[src/rtl/txs_pkg.sv]
// Package: shared constants for the transmit shared status/error register.
// Assumes a 32-bit register word and at most 8 channels, so the field positions
// below fit without overlap.
package txs_pkg;
    localparam int unsigned DATA_W    = 32;
    localparam int unsigned EMPTY_LSB = 24;  // buffer-empty flags in the status word
    localparam int unsigned PEND_LSB  = 16;  // no-pending flags in the status word
    localparam int unsigned CRED_LSB  = 0;   // credit error flags
    localparam int unsigned OVR_LSB   = 9;   // command overrun flags
    localparam int unsigned HOST_BIT  = 30;  // host dword-count mismatch
    localparam int unsigned ADDR_BIT  = 31;  // internal address error
    localparam int unsigned WA_STATUS = 0;   // word address of the status word
    localparam int unsigned WA_ERROR  = 1;   // word address of the error word
endpackage

[src/rtl/txs_chan_err.sv]
// Module: per-channel error event detection.
// Turns each channel's strobes into error events: a credit error when FIFO-full
// arrives with a nonzero credit count, and an overrun when an activation command
// arrives while the request buffer is busy. Purely combinational. Assumes the
// strobes are single-cycle.
module txs_chan_err #(
    parameter int unsigned NUM_CH   = 8,
    parameter int unsigned CREDIT_W = 8
) (
    input  logic [NUM_CH-1:0]          fifo_full,
    input  logic [NUM_CH*CREDIT_W-1:0] credit,
    input  logic [NUM_CH-1:0]          act_cmd,
    input  logic [NUM_CH-1:0]          req_busy,
    output logic [NUM_CH-1:0]          credit_ev,
    output logic [NUM_CH-1:0]          overrun_ev
);
    for (genvar i = 0; i < NUM_CH; i++) begin : g_ch
        // Purpose: flag a FIFO-full strobe that arrives with credit left over.
        always_comb credit_ev[i] = fifo_full[i] && (credit[i*CREDIT_W +: CREDIT_W] != '0);
        // Purpose: flag a new command that arrives onto an occupied request buffer.
        always_comb overrun_ev[i] = act_cmd[i] && req_busy[i];
    end
endmodule

[src/rtl/txs_sticky_w1c.sv]
// Module: bank of sticky flags that software clears by writing one.
// A set on the same edge as a clear wins. Bits outside KEEP_MASK are tied to
// zero. Uses a synchronous active-low reset.
module txs_sticky_w1c #(
    parameter int unsigned          WIDTH     = 32,
    parameter logic [WIDTH-1:0]     KEEP_MASK = '1
) (
    input  logic             clk,
    input  logic             rst_n,
    input  logic [WIDTH-1:0] set,
    input  logic [WIDTH-1:0] clr,
    output logic [WIDTH-1:0] q
);
    // Purpose: hold flags, drop the ones cleared, then apply new sets on top.
    always_ff @(posedge clk) begin
        if (!rst_n) q <= '0;
        else        q <= ((q & ~clr) | set) & KEEP_MASK;
    end

    AST_SET_WINS:   assert property (@(posedge clk) disable iff (!rst_n)
        1'b1 |=> ((q & $past(set) & KEEP_MASK) == ($past(set) & KEEP_MASK)));
    AST_STICKY:     assert property (@(posedge clk) disable iff (!rst_n)
        1'b1 |=> ((q & $past(q & ~clr)) == $past(q & ~clr)));
    AST_CLEARS:     assert property (@(posedge clk) disable iff (!rst_n)
        1'b1 |=> ((q & $past(clr & ~set)) == '0));
    AST_NO_SPURIOUS: assert property (@(posedge clk) disable iff (!rst_n)
        1'b1 |=> ((q & ~$past(q) & ~$past(set)) == '0));
endmodule

[src/rtl/txs_status_pack.sv]
// Module: packs the live per-channel flags into the status word.
// Buffer-empty flags go from EMPTY_LSB upward and no-pending flags from
// PEND_LSB upward. All other bits are zero. Assumes NUM_CH <= 8.
module txs_status_pack
    import txs_pkg::*;
#(
    parameter int unsigned NUM_CH = 8
) (
    input  logic [NUM_CH-1:0] buf_empty,
    input  logic [NUM_CH-1:0] no_pend,
    output logic [DATA_W-1:0] word
);
    // Purpose: place both flag fields into an otherwise zero word.
    always_comb begin
        word = '0;
        word[EMPTY_LSB +: NUM_CH] = buf_empty;
        word[PEND_LSB  +: NUM_CH] = no_pend;
    end
endmodule

[src/rtl/txs_shared_regs.sv]
// Module: top of the transmit shared status and error register.
// It detects channel error events, latches them with the host and address
// strobes into a write-one-to-clear word, and serves the status and error words
// on a simple read/write port. It raises err_irq while any error is set.
// Assumes NUM_CH <= 8 and single-cycle event strobes. Reads are combinational.
module txs_shared_regs
    import txs_pkg::*;
#(
    parameter int unsigned NUM_CH   = 8,
    parameter int unsigned CREDIT_W = 8,
    parameter int unsigned ADDR_W   = 2
) (
    input  logic                       clk,
    input  logic                       rst_n,
    input  logic [NUM_CH-1:0]          ch_buf_empty,
    input  logic [NUM_CH-1:0]          ch_no_pend,
    input  logic [NUM_CH-1:0]          ch_fifo_full,
    input  logic [NUM_CH*CREDIT_W-1:0] ch_credit,
    input  logic [NUM_CH-1:0]          ch_act_cmd,
    input  logic [NUM_CH-1:0]          ch_req_busy,
    input  logic                       host_cnt_err,
    input  logic                       mem_addr_err,
    input  logic [ADDR_W-1:0]          reg_addr,
    input  logic                       reg_wr,
    input  logic [DATA_W-1:0]          reg_wdata,
    output logic [DATA_W-1:0]          reg_rdata,
    output logic                       err_irq
);
    localparam logic [DATA_W-1:0] CH_ONES  = DATA_W'((64'd1 << NUM_CH) - 64'd1);
    localparam logic [DATA_W-1:0] ERR_MASK = (CH_ONES << CRED_LSB) | (CH_ONES << OVR_LSB)
                                           | (DATA_W'(1) << HOST_BIT) | (DATA_W'(1) << ADDR_BIT);

    logic [NUM_CH-1:0] credit_ev, overrun_ev;
    logic [DATA_W-1:0] set_vec, clr_vec, err_q, status_w;

    txs_chan_err #(.NUM_CH(NUM_CH), .CREDIT_W(CREDIT_W)) u_chan_err (
        .fifo_full (ch_fifo_full),
        .credit    (ch_credit),
        .act_cmd   (ch_act_cmd),
        .req_busy  (ch_req_busy),
        .credit_ev (credit_ev),
        .overrun_ev(overrun_ev)
    );

    txs_status_pack #(.NUM_CH(NUM_CH)) u_status (
        .buf_empty(ch_buf_empty),
        .no_pend  (ch_no_pend),
        .word     (status_w)
    );

    // Purpose: collect every error event into its bit position.
    always_comb begin
        set_vec = '0;
        set_vec[CRED_LSB +: NUM_CH] = credit_ev;
        set_vec[OVR_LSB  +: NUM_CH] = overrun_ev;
        set_vec[HOST_BIT] = host_cnt_err;
        set_vec[ADDR_BIT] = mem_addr_err;
    end

    // Purpose: write ones to the error word address clear the matching bits.
    always_comb clr_vec = (reg_wr && reg_addr == ADDR_W'(WA_ERROR)) ? reg_wdata : '0;

    txs_sticky_w1c #(.WIDTH(DATA_W), .KEEP_MASK(ERR_MASK)) u_err (
        .clk  (clk),
        .rst_n(rst_n),
        .set  (set_vec),
        .clr  (clr_vec),
        .q    (err_q)
    );

    // Purpose: select the word addressed by reg_addr; unmapped addresses read zero.
    always_comb begin
        if (reg_addr == ADDR_W'(WA_STATUS))     reg_rdata = status_w;
        else if (reg_addr == ADDR_W'(WA_ERROR)) reg_rdata = err_q;
        else                                    reg_rdata = '0;
    end

    // Purpose: summary interrupt while any error flag is held.
    always_comb err_irq = |err_q;

    for (genvar i = 0; i < NUM_CH; i++) begin : g_ast
        AST_CREDIT_SET: assert property (@(posedge clk) disable iff (!rst_n)
            (ch_fifo_full[i] && ch_credit[i*CREDIT_W +: CREDIT_W] != '0) |=> err_q[CRED_LSB+i]);
        AST_OVERRUN_SET: assert property (@(posedge clk) disable iff (!rst_n)
            (ch_act_cmd[i] && ch_req_busy[i]) |=> err_q[OVR_LSB+i]);
    end
    AST_HOST_SET:  assert property (@(posedge clk) disable iff (!rst_n)
        host_cnt_err |=> err_q[HOST_BIT]);
    AST_ADDR_SET:  assert property (@(posedge clk) disable iff (!rst_n)
        mem_addr_err |=> err_q[ADDR_BIT]);
    AST_IRQ_RISE:  assert property (@(posedge clk) disable iff (!rst_n)
        $rose(err_irq) |-> $past(set_vec != '0));
    AST_IRQ_FALL:  assert property (@(posedge clk) disable iff (!rst_n)
        $fell(err_irq) |-> $past(reg_wr && reg_addr == ADDR_W'(WA_ERROR)));
    AST_STATUS_RSVD: assert property (@(posedge clk) disable iff (!rst_n)
        (reg_addr == ADDR_W'(WA_STATUS)) |-> (reg_rdata[15:0] == 16'h0));
    AST_ERR_RSVD:  assert property (@(posedge clk) disable iff (!rst_n)
        (err_q & ~ERR_MASK) == '0);
endmodule

[config.mk]
export PLATFORM = sky130hd
export DESIGN_NAME = txs_shared_regs
export DESIGN_NICKNAME = d
export VERILOG_FILES = /design/src/rtl/txs_pkg.sv /design/src/rtl/txs_chan_err.sv /design/src/rtl/txs_sticky_w1c.sv /design/src/rtl/txs_status_pack.sv /design/src/rtl/txs_shared_regs.sv
export SDC_FILE = /design/constraint.sdc
export NUM_CORES = 1
export LEC_CHECK = 0
export BUFFER_PORTS_ARGS = -buffer_cell sky130_fd_sc_hd__buf_2
export CORE_MARGIN = 8
export CORE_UTILIZATION = 32
export CTS_BUF_LIST = sky130_fd_sc_hd__clkbuf_4
export CTS_CLUSTER_DIAMETER = 40
export DETAILED_ROUTE_END_ITERATION = 10
export GPL_TIMING_DRIVEN = 0
export MAX_ROUTING_LAYER = met4
export PLACE_DENSITY = 0.86
export SYNTH_ARGS = -nofsm -noshare
export SYNTH_HDL_FRONTEND = slang
export SYNTH_SLANG_ARGS = --single-unit
export TNS_END_PERCENT = 10
[constraint.sdc]
create_clock -name clk -period 2.7 [get_ports clk]
set_clock_uncertainty 0.05 [all_clocks]
set_input_delay 0.27 -clock clk [delete_from_list [all_inputs] [get_ports clk]]
set_output_delay 0.27 -clock clk [all_outputs]
set_load 0.005 [all_outputs]
==> results of run 1 <==
metrics by stage:
stage	util	cell area [sq um]	instances	total power [mW]	worst slack, ps
2_1_floorplan	-	1120	149	0.378	1110
3_3_place_gp	0.586	1970	353	0.501	938
3_5_place_dp	0.586	1970	353	0.508	933
4_1_cts	0.594	2000	357	0.645	613
5_1_grt	0.594	2000	357	0.681	548
6_report	0.594	2000	357	0.635	616
cell type report:
class	instances	area, sq um	area share
timing repair buffer	158	791	0.396
multi-input combinational	120	712	0.357
clock buffer	3	22.5	0.0113
inverter	3	11.3	0.00564
clock inverter	1	3.75	0.00188
buffer	8	38.8	0.0194
tap	46	57.6	0.0288
sequential	18	360	0.180
worst paths after layout:
| path | to | start | slack (ps) | depth (start not counted) |
|---|---|---|---|---|
| hold / removal | u_err.q[14] | reg_wdata[14] | 100 | 2 |
| setup reg to reg | u_err.q[9] | u_err.q[9] | 1890 | 2 |
| hold reg to reg | u_err.q[7] | u_err.q[7] | 470 | 1 |
| setup / recovery | err_irq | u_err.q[14] | 620 | 3 |
cells in the mapped netlist:
master,instances
a21oi_1,16
a311oi_1,8
a31o_1,3
a31o_2,5
a31oi_1,2
and2_1,27
and2_2,1
and3b_1,1
buf_2,4
buf_4,1
clkbuf_1,3
conb_1,1
dfxtp_1,18
inv_1,3
mux2i_1,3
nand2_1,24
nand3_1,1
nor2_1,4
nor2b_1,1
nor4_1,19
o21ai_0,2
or4_1,2
layer usage:
layer	vias to the layer above	global-route usage	part of all wire
met3	0	0.0559	0.12
met1	765	0.164	0.35
met4	0	0.0128	0
met5	-	-	0
met2	89	0.334	0.52
li1	872	-	-
cell usage in the layout (no fill, tap or decap), types with 4 or more instances in the layout:
cell	n
and2_1	27
nand2_1	24
buf_2	162
a31o_2	5
nor2_1	4
dfxtp_1	18
a311oi_1	8
a21oi_1	16
nor4_1	19
logic make-up after synthesis:
family	count (synthesis)	synth area share
AO/OA/AOI/OAI	36	0.216
buffers and inverters	11	0.0446
flip-flops	18	0.321
multiplexers	3	0.0268
other	1	0.00334
AND/OR/NAND/NOR	80	0.388
report_power, final:
part / total [mW] / internal, mW / switching (mW)
clock network: 0.135 / 0.0537 / 0.0815
registers: 0.305 / 0.288 / 0.0171
logic: 0.195 / 0.117 / 0.0787
critical path, cell delays in order, from the launching register on:
cell,delay (ps)
dfxtp_1,330
or4_1,510
or4_1,480
buf_2,150
==> results.yml, run 1 <==
outcome:
  status: "finished clean"
finish:
  syn2layout_area_growth_pct: 77.9
  largest_register_ffs: 18
  regMostFlops: "u_err.q"
  drive_gt1_frac: 0.553
  num_antenna_cells: 0
  reg_top3: "u_err.q x18"
  num-fill-cells: 339
  final_nets: 455
timing:
  post-route-period-util: 0.772
  period_minus_slack_ps: 2080
  rsz0062_at_grt: "false"
  hold_slack_ps: 104
  final-max-slew-violation-count: 0
  timing_hold_violations_final: 0
  fmax_mhz: 480
  tns_ps: 0
  setup_viol: 0
critical_path:
  endpoint_kind: "primary output"
  crit_type: "flop to primary output"
  arrival_ps: 1760
  path_max_fanout: 3
  crit_required_ps: 2380
  start_kind: "flop"
drt:
  first_iter_violations: 29
  wirelength_microns: 5440
  avgViaCountPerCell: 4.83
  drt_pass1_iterations: 4
  vias: 1726
  wl_per_cell_microns: 15.2
  drtAntennaViolNets: 0
  drc: 0
clock_tree:
  cts_sinks: 18
  cts_tree: "done"
  post-cts-setup-buffer-count: 0
  cts_root_buf: "clkbuf_4"
  ctsHoldBuffers: 0
  cts-resized-gates: 0
  cts_made_buffers: 3
  htree_levels: 1
  cts.path.max_buffers: 2
  path_clk_slew_ps: 110
  insertion_delay_ps: 280
place:
  portBuffers: 158
  dp_hpwl_microns: 4770
  gp_congestion: 0.710
logic_synthesis:
  ys_ff_latch: 18
  synth_cell_type_count: 22
  synth_cells: 149
  synthesis.area_sq_um: 1120
  synth_top_area_cell: "dfxtp_1"
  synth_top_cell_area_share: 0.321
  ys_seq_area_frac: 0.321
  synth_area_leaders: "dfxtp_1 (32%), and2_1 (15%), nor4_1 (11%)"
  yosysWarnings: 0
  synth_nets: 292
  syn_avg_cell_area_sq_um: 7.53
floorplan:
  die_x_microns: 75.2
  fp-row-count: 21
  coreArea_sq_um: 3360
  floorplan.die_area_sq_um: 5660
  io_pins: 176
  die_y_microns: 75.2
  initial_core_util: 0.334
job:
  cap_violations: 0
grt:
  grt_pass1_wl_microns: 7420
  grt_max_degree: 11
  grt_pass1_vias: 1708
  antenna_found_initial: 0
  grt-ovfl-total: 0
  grt_usage: 0.171
pwr:
  ir_drop_mv: 0.243
  p_leak_nw: 1.11
  p_per_area_nw_per_um2: 318
hold_path:
  hold_path_class: "input pin to flop"
Note: power is estimated with default switching activity, not from simulation.
==> run 2, diff against run 1 <==
Settings changed: CORE_UTILIZATION 32 to 27, PLACE_DENSITY 0.86 to 0.77.
Clock period 2.7 ns to 1.8 ns, I/O delays scaled along.
==> run 2 against run 1 <==
Effect of this change:
- the flow now finishes with violations (setup timing)
- combinational power up 57%
- core utilization down 7.5 points
- via count down 1.5%
- clock power up 53%
- critical endpoint unchanged
- highest routed layer is now met4
- first-iteration DRC count unchanged
- sequential share of layout area down 0.48 points
- wire length down 0.84%
- critical path type unchanged
- critical path depth unchanged
- global-route usage down 1.0 points
- final cell count up 2.2%
- non-clock buffer count up 4
==> results.yml, run 2 (same netlist as run 1, synthesis figures left out) <==
outcome:
  status: "finished, violations left"
  violations: "setup timing"
finish:
  final_nets: 459
  largest_register_ffs: 18
  layout_common_cells: "buf_2 (162), and2_1 (27), nand2_1 (24)"
  drive_gt1_frac: 0.565
  fin_cells: 365
  num_antenna_cells: 0
  final_common_cell: "buf_2"
  final_core_util: 0.518
  regMostFlops: "u_err.q"
  syn2layout_area_growth_pct: 84.7
  reg_top3: "u_err.q x18"
grt:
  grt_usage: 0.161
  antenna_found_initial: 0
  grt_pass1_vias: 1823
  grt-ovfl-total: 0
  grt_pass1_wl_microns: 8170
  grt_max_degree: 11
drt:
  drc: 0
  avgViaCountPerCell: 4.66
  drt_pass1_iterations: 4
  first_iter_violations: 29
  wirelength_microns: 5400
  wl_per_cell_microns: 14.8
  drtAntennaViolNets: 0
  vias: 1700
critical_path:
  crit_type: "flop to primary output"
  path_cells: "or4_1, or4_1, buf_2"
  arrival_ps: 1700
  path_max_fanout: 2
  worst_path_largest_cell_delay_ps: 520
  start_kind: "flop"
  cp_common_cell: "or4_1"
  crit_required_ps: 1570
  r2r_start: "u_err.q[30]"
  setup.worst_path.start: "u_err.q[14]"
  slowest_stage: "or4_1"
  endpoint_kind: "primary output"
pwr:
  p_per_area_nw_per_um2: 472
  p_leak_nw: 1.13
  ir_drop_mv: 0.245
  power_uw: 978
floorplan:
  floorplan.die_area_sq_um: 6480
  io_pins: 176
  initial_core_util: 0.281
  coreArea_sq_um: 4000
  fp-row-count: 23
  die_x_microns: 80.5
  die_y_microns: 80.5
clock_tree:
  cts_sinks: 18
  cts_made_buffers: 3
  cts_tree: "done"
  path_clk_slew_ps: 110
  cts_root_buf: "clkbuf_4"
  cts.path.max_buffers: 2
  insertion_delay_ps: 280
  htree_levels: 1
timing:
  hold_slack_ps: 13.7
  period_minus_slack_ps: 1930
  final.setup.worst_slack_ps: -128
  final-max-slew-violation-count: 0
  post-route-period-util: 1.07
  timing_hold_violations_final: 0
  fmax_mhz: 519
  tns_ps: -128
  setup_viol: 1
  rsz0062_at_grt: "true"
place:
  gp_congestion: 0.813
  dp_hpwl_microns: 4700
  dp_cells: 357
  portBuffers: 158
hold_path:
  min_from: "reg_wdata[12]"
  hold_path_class: "input pin to flop"
job:
  cap_violations: 0
run 2: cell count changes in the layout (fill, tap and decap cells not counted), sizes merged:
cell	before	now
buf	163	164
dlygate4sd3	0	3
run 2: cell type report:
| type | instances | area [sq um] |
|---|---|---|
| plain buffers | 8 | 38.8 |
| clock buffers | 3 | 22.5 |
| clock inverters | 1 | 3.75 |
| fillers | 409 | 1930 |
| inverters | 3 | 11.3 |
| multi-input cells | 120 | 742 |
| flip-flops and latches | 18 | 364 |
| well taps | 50 | 62.6 |
| repair buffers | 162 | 828 |
run 2: worst max-delay path, delay by kind of cell (launching register included):
kind | cells | cell delay, ps
buffers and inverters | 1 | 150
DFF | 1 | 330
and+or+nand+nor | 2 | 930
run 2: routing by layer:
layer,share of wire,GRT usage,up-vias
met4,0.0035,0.0236,0
met1,0.38,0.168,733
met5,0,-,-
li1,-,-,881
met2,0.51,0.289,84
met3,0.11,0.0536,2
run 2: stage by stage:
step	setup WS [ps]	instance area [sq um]
floorplan	304	1120
global placement	134	1980
detailed placement	135	1980
CTS	-153	2060
global route	-206	2070
finish	-128	2070
run 2: report_power, final:
group | switching, mW | leakage, nW | total, mW | internal [mW]
combinational | 0.120 | 0.961 | 0.306 | 0.186
clock | 0.126 | 0.0154 | 0.206 | 0.0805
sequential | 0.0329 | 0.151 | 0.466 | 0.433
run 2: worst paths after layout:
| check | cells after the start | endpoint | slack (ps) |
|---|---|---|---|
| worst max-delay path | 3 | err_irq | -130 |
| worst min-delay path | 2 | u_err.q[12] | 10 |
| worst max register to register | 2 | u_err.q[30] | 960 |
| worst min register to register | 1 | u_err.q[7] | 450 |
run 2: what timing repair did:
| action | CTS | global route |
|---|---|---|
| hold endpoints to repair | 3 | 0 |
| gates resized for setup | 5 | 2 |
| gates cloned | 0 | 0 |
| endpoints found under the setup margin | 1 | 1 |
| buffers inserted | 1 | 0 |
| pin swaps | 2 | 0 |
| hold buffers | 3 | 0 |
==> run 3, diff against run 2 <==
Settings changed: CORE_UTILIZATION 27 to 36, PLACE_DENSITY 0.77 to 0.8, SYNTH_HIERARCHICAL from default to 1.
==> run 3 against run 2 <==
Effect of this change:
- the run now ends clean
- first-iteration DRC count up 93%
- sequential power is 1% lower
- synthesized cell count rose by 62%
- final area up 40%
- via count grew 24%
- clock-buffer cell count stayed put
- hold slack gained 31 ps
- fmax grew 14%
- sequential cell count is the same
- core utilization is 5.2 points higher
- critical endpoint unchanged
- largest cell class is now multi-input combinational cells
- largest power group is now combinational logic
- highest routed layer unchanged
==> results.yml, run 3 <==
outcome:
  status: "finished clean"
floorplan:
  fp-row-count: 26
  initial_core_util: 0.374
  floorplan.die_area_sq_um: 7900
  die_x_microns: 88.9
  coreArea_sq_um: 5110
  io_pins: 176
  die_y_microns: 88.9
drt:
  drtAntennaViolNets: 0
  drt_pass1_iterations: 6
  avgViaCountPerCell: 4.36
  first_iter_violations: 56
  vias: 2113
  wl_per_cell_microns: 13.2
  wirelength_microns: 6410
  drc: 0
pwr:
  pwr-share-comb: 0.415
  p_leak_nw: 1.64
  power_mw: 1.16
  ir_drop_mv: 0.249
  power_frac_seq: 0.398
  p_int_uw: 807
  clock_power_share: 0.187
  power.switching_uw: 349
  sw_frac_of_total: 0.302
  p_per_area_nw_per_um2: 397
timing:
  post-route-period-util: 0.937
  final.setup.worst_slack_ps: 113
  timing_hold_violations_final: 0
  hold_slack_ps: 44.7
  fmax_mhz: 593
  setup_viol: 0
  final-max-slew-violation-count: 0
  tns_ps: 0
  rsz0062_at_grt: "false"
  period_minus_slack_ps: 1690
clock_tree:
  cts_root_buf: "clkbuf_4"
  cts.path.max_buffers: 2
  path_clk_slew_ps: 120
  cts_sinks: 18
  ctsHoldBuffers: 0
  htree_levels: 1
  cts_made_buffers: 3
  insertion_delay_ps: 290
  cts_tree: "done"
place:
  dp_cells: 480
  dp_hpwl_microns: 5650
  placed_area_sq_um: 2810
  dp_slack_ps: 276
  gp_congestion: 0.761
  portBuffers: 141
grt:
  grt_usage: 0.161
  grt_pass1_wl_microns: 9940
  grt_max_degree: 11
  grt_pass1_vias: 2389
  grt-ovfl-total: 0
  antenna_found_initial: 0
finish:
  fin_cells: 485
  layout_common_cells: "buf_2 (143), buf_4 (50), mux2i_1 (32), nor2_1 (32), conb_1 (30)"
  num_antenna_cells: 0
  final_common_cell: "buf_2"
  final_nets: 559
  syn2layout_area_growth_pct: 52.4
  drive_gt1_frac: 0.513
  num-fill-cells: 509
  stdcell_area_sq_um: 2910
  largest_register_ffs: 18
  final_core_util: 0.570
  reg_top3: "u_err/q x18"
  regMostFlops: "u_err/q"
logic_synthesis:
  syn_avg_cell_area_sq_um: 7.93
  synthesis.area_sq_um: 1910
  yosysWarnings: 6
  synth_cells: 241
job:
  cap_violations: 0
critical_path:
  r2r_slack_ps: 870
  crit_required_ps: 1570
  arrival_ps: 1460
  start_kind: "flop"
  path_max_fanout: 2
  endpoint_kind: "primary output"
  crit_type: "flop to primary output"
hold_path:
  hold_path_class: "input pin to flop"
[run 3: cell type report]
class	instances	area, sq um	area share
clock buffers	3	22.5	0.00773
clock inverters	1	3.75	0.00129
multi-input cells	192	1260	0.433
flip-flops and latches	18	369	0.127
well taps	70	87.6	0.0301
repair buffers	142	713	0.245
plain buffers	59	454	0.156
[run 3: power by group through the flow]
stage	logic (mW)	registers (mW)	clock network [mW]
finish	0.480	0.460	0.216
global route	0.535	0.464	0.238
CTS	0.473	0.454	0.223
detailed placement	0.468	0.459	0
global placement	0.457	0.457	0
floorplan	0.277	0.450	0
[run 3: critical path, stage by stage (launching register included)]
cell and delay [ps]:
dfxtp_4 370, nor4_4 270, nand4_1 150, or2_4 240
buf_2 130
[run 3: final timing paths]
path	startpoint	to	depth (start not counted)
max	u_err/q[16]	err_irq	4
min	mem_addr_err	u_err/q[31]	2
max reg2reg	u_err/q[16]	u_err/q[16]	3
min reg2reg	u_err/q[0]	u_err/q[0]	2
[run 3: layer usage]
metal / vias up / track usage / routed length [microns]
li1: 1097 / - / -
met1: 906 / 0.162 / 2480
met2: 108 / 0.300 / 3220
met3: 2 / 0.0418 / 673
met4: 0 / 0.0369 / 38
met5: - / - / 0
[run 3: what timing repair did]
action / in CTS / in global routing
gates resized for setup: 4 / 11
pin swaps: 0 / 6
setup endpoints to repair: 1 / 1
setup buffers: 0 / 1
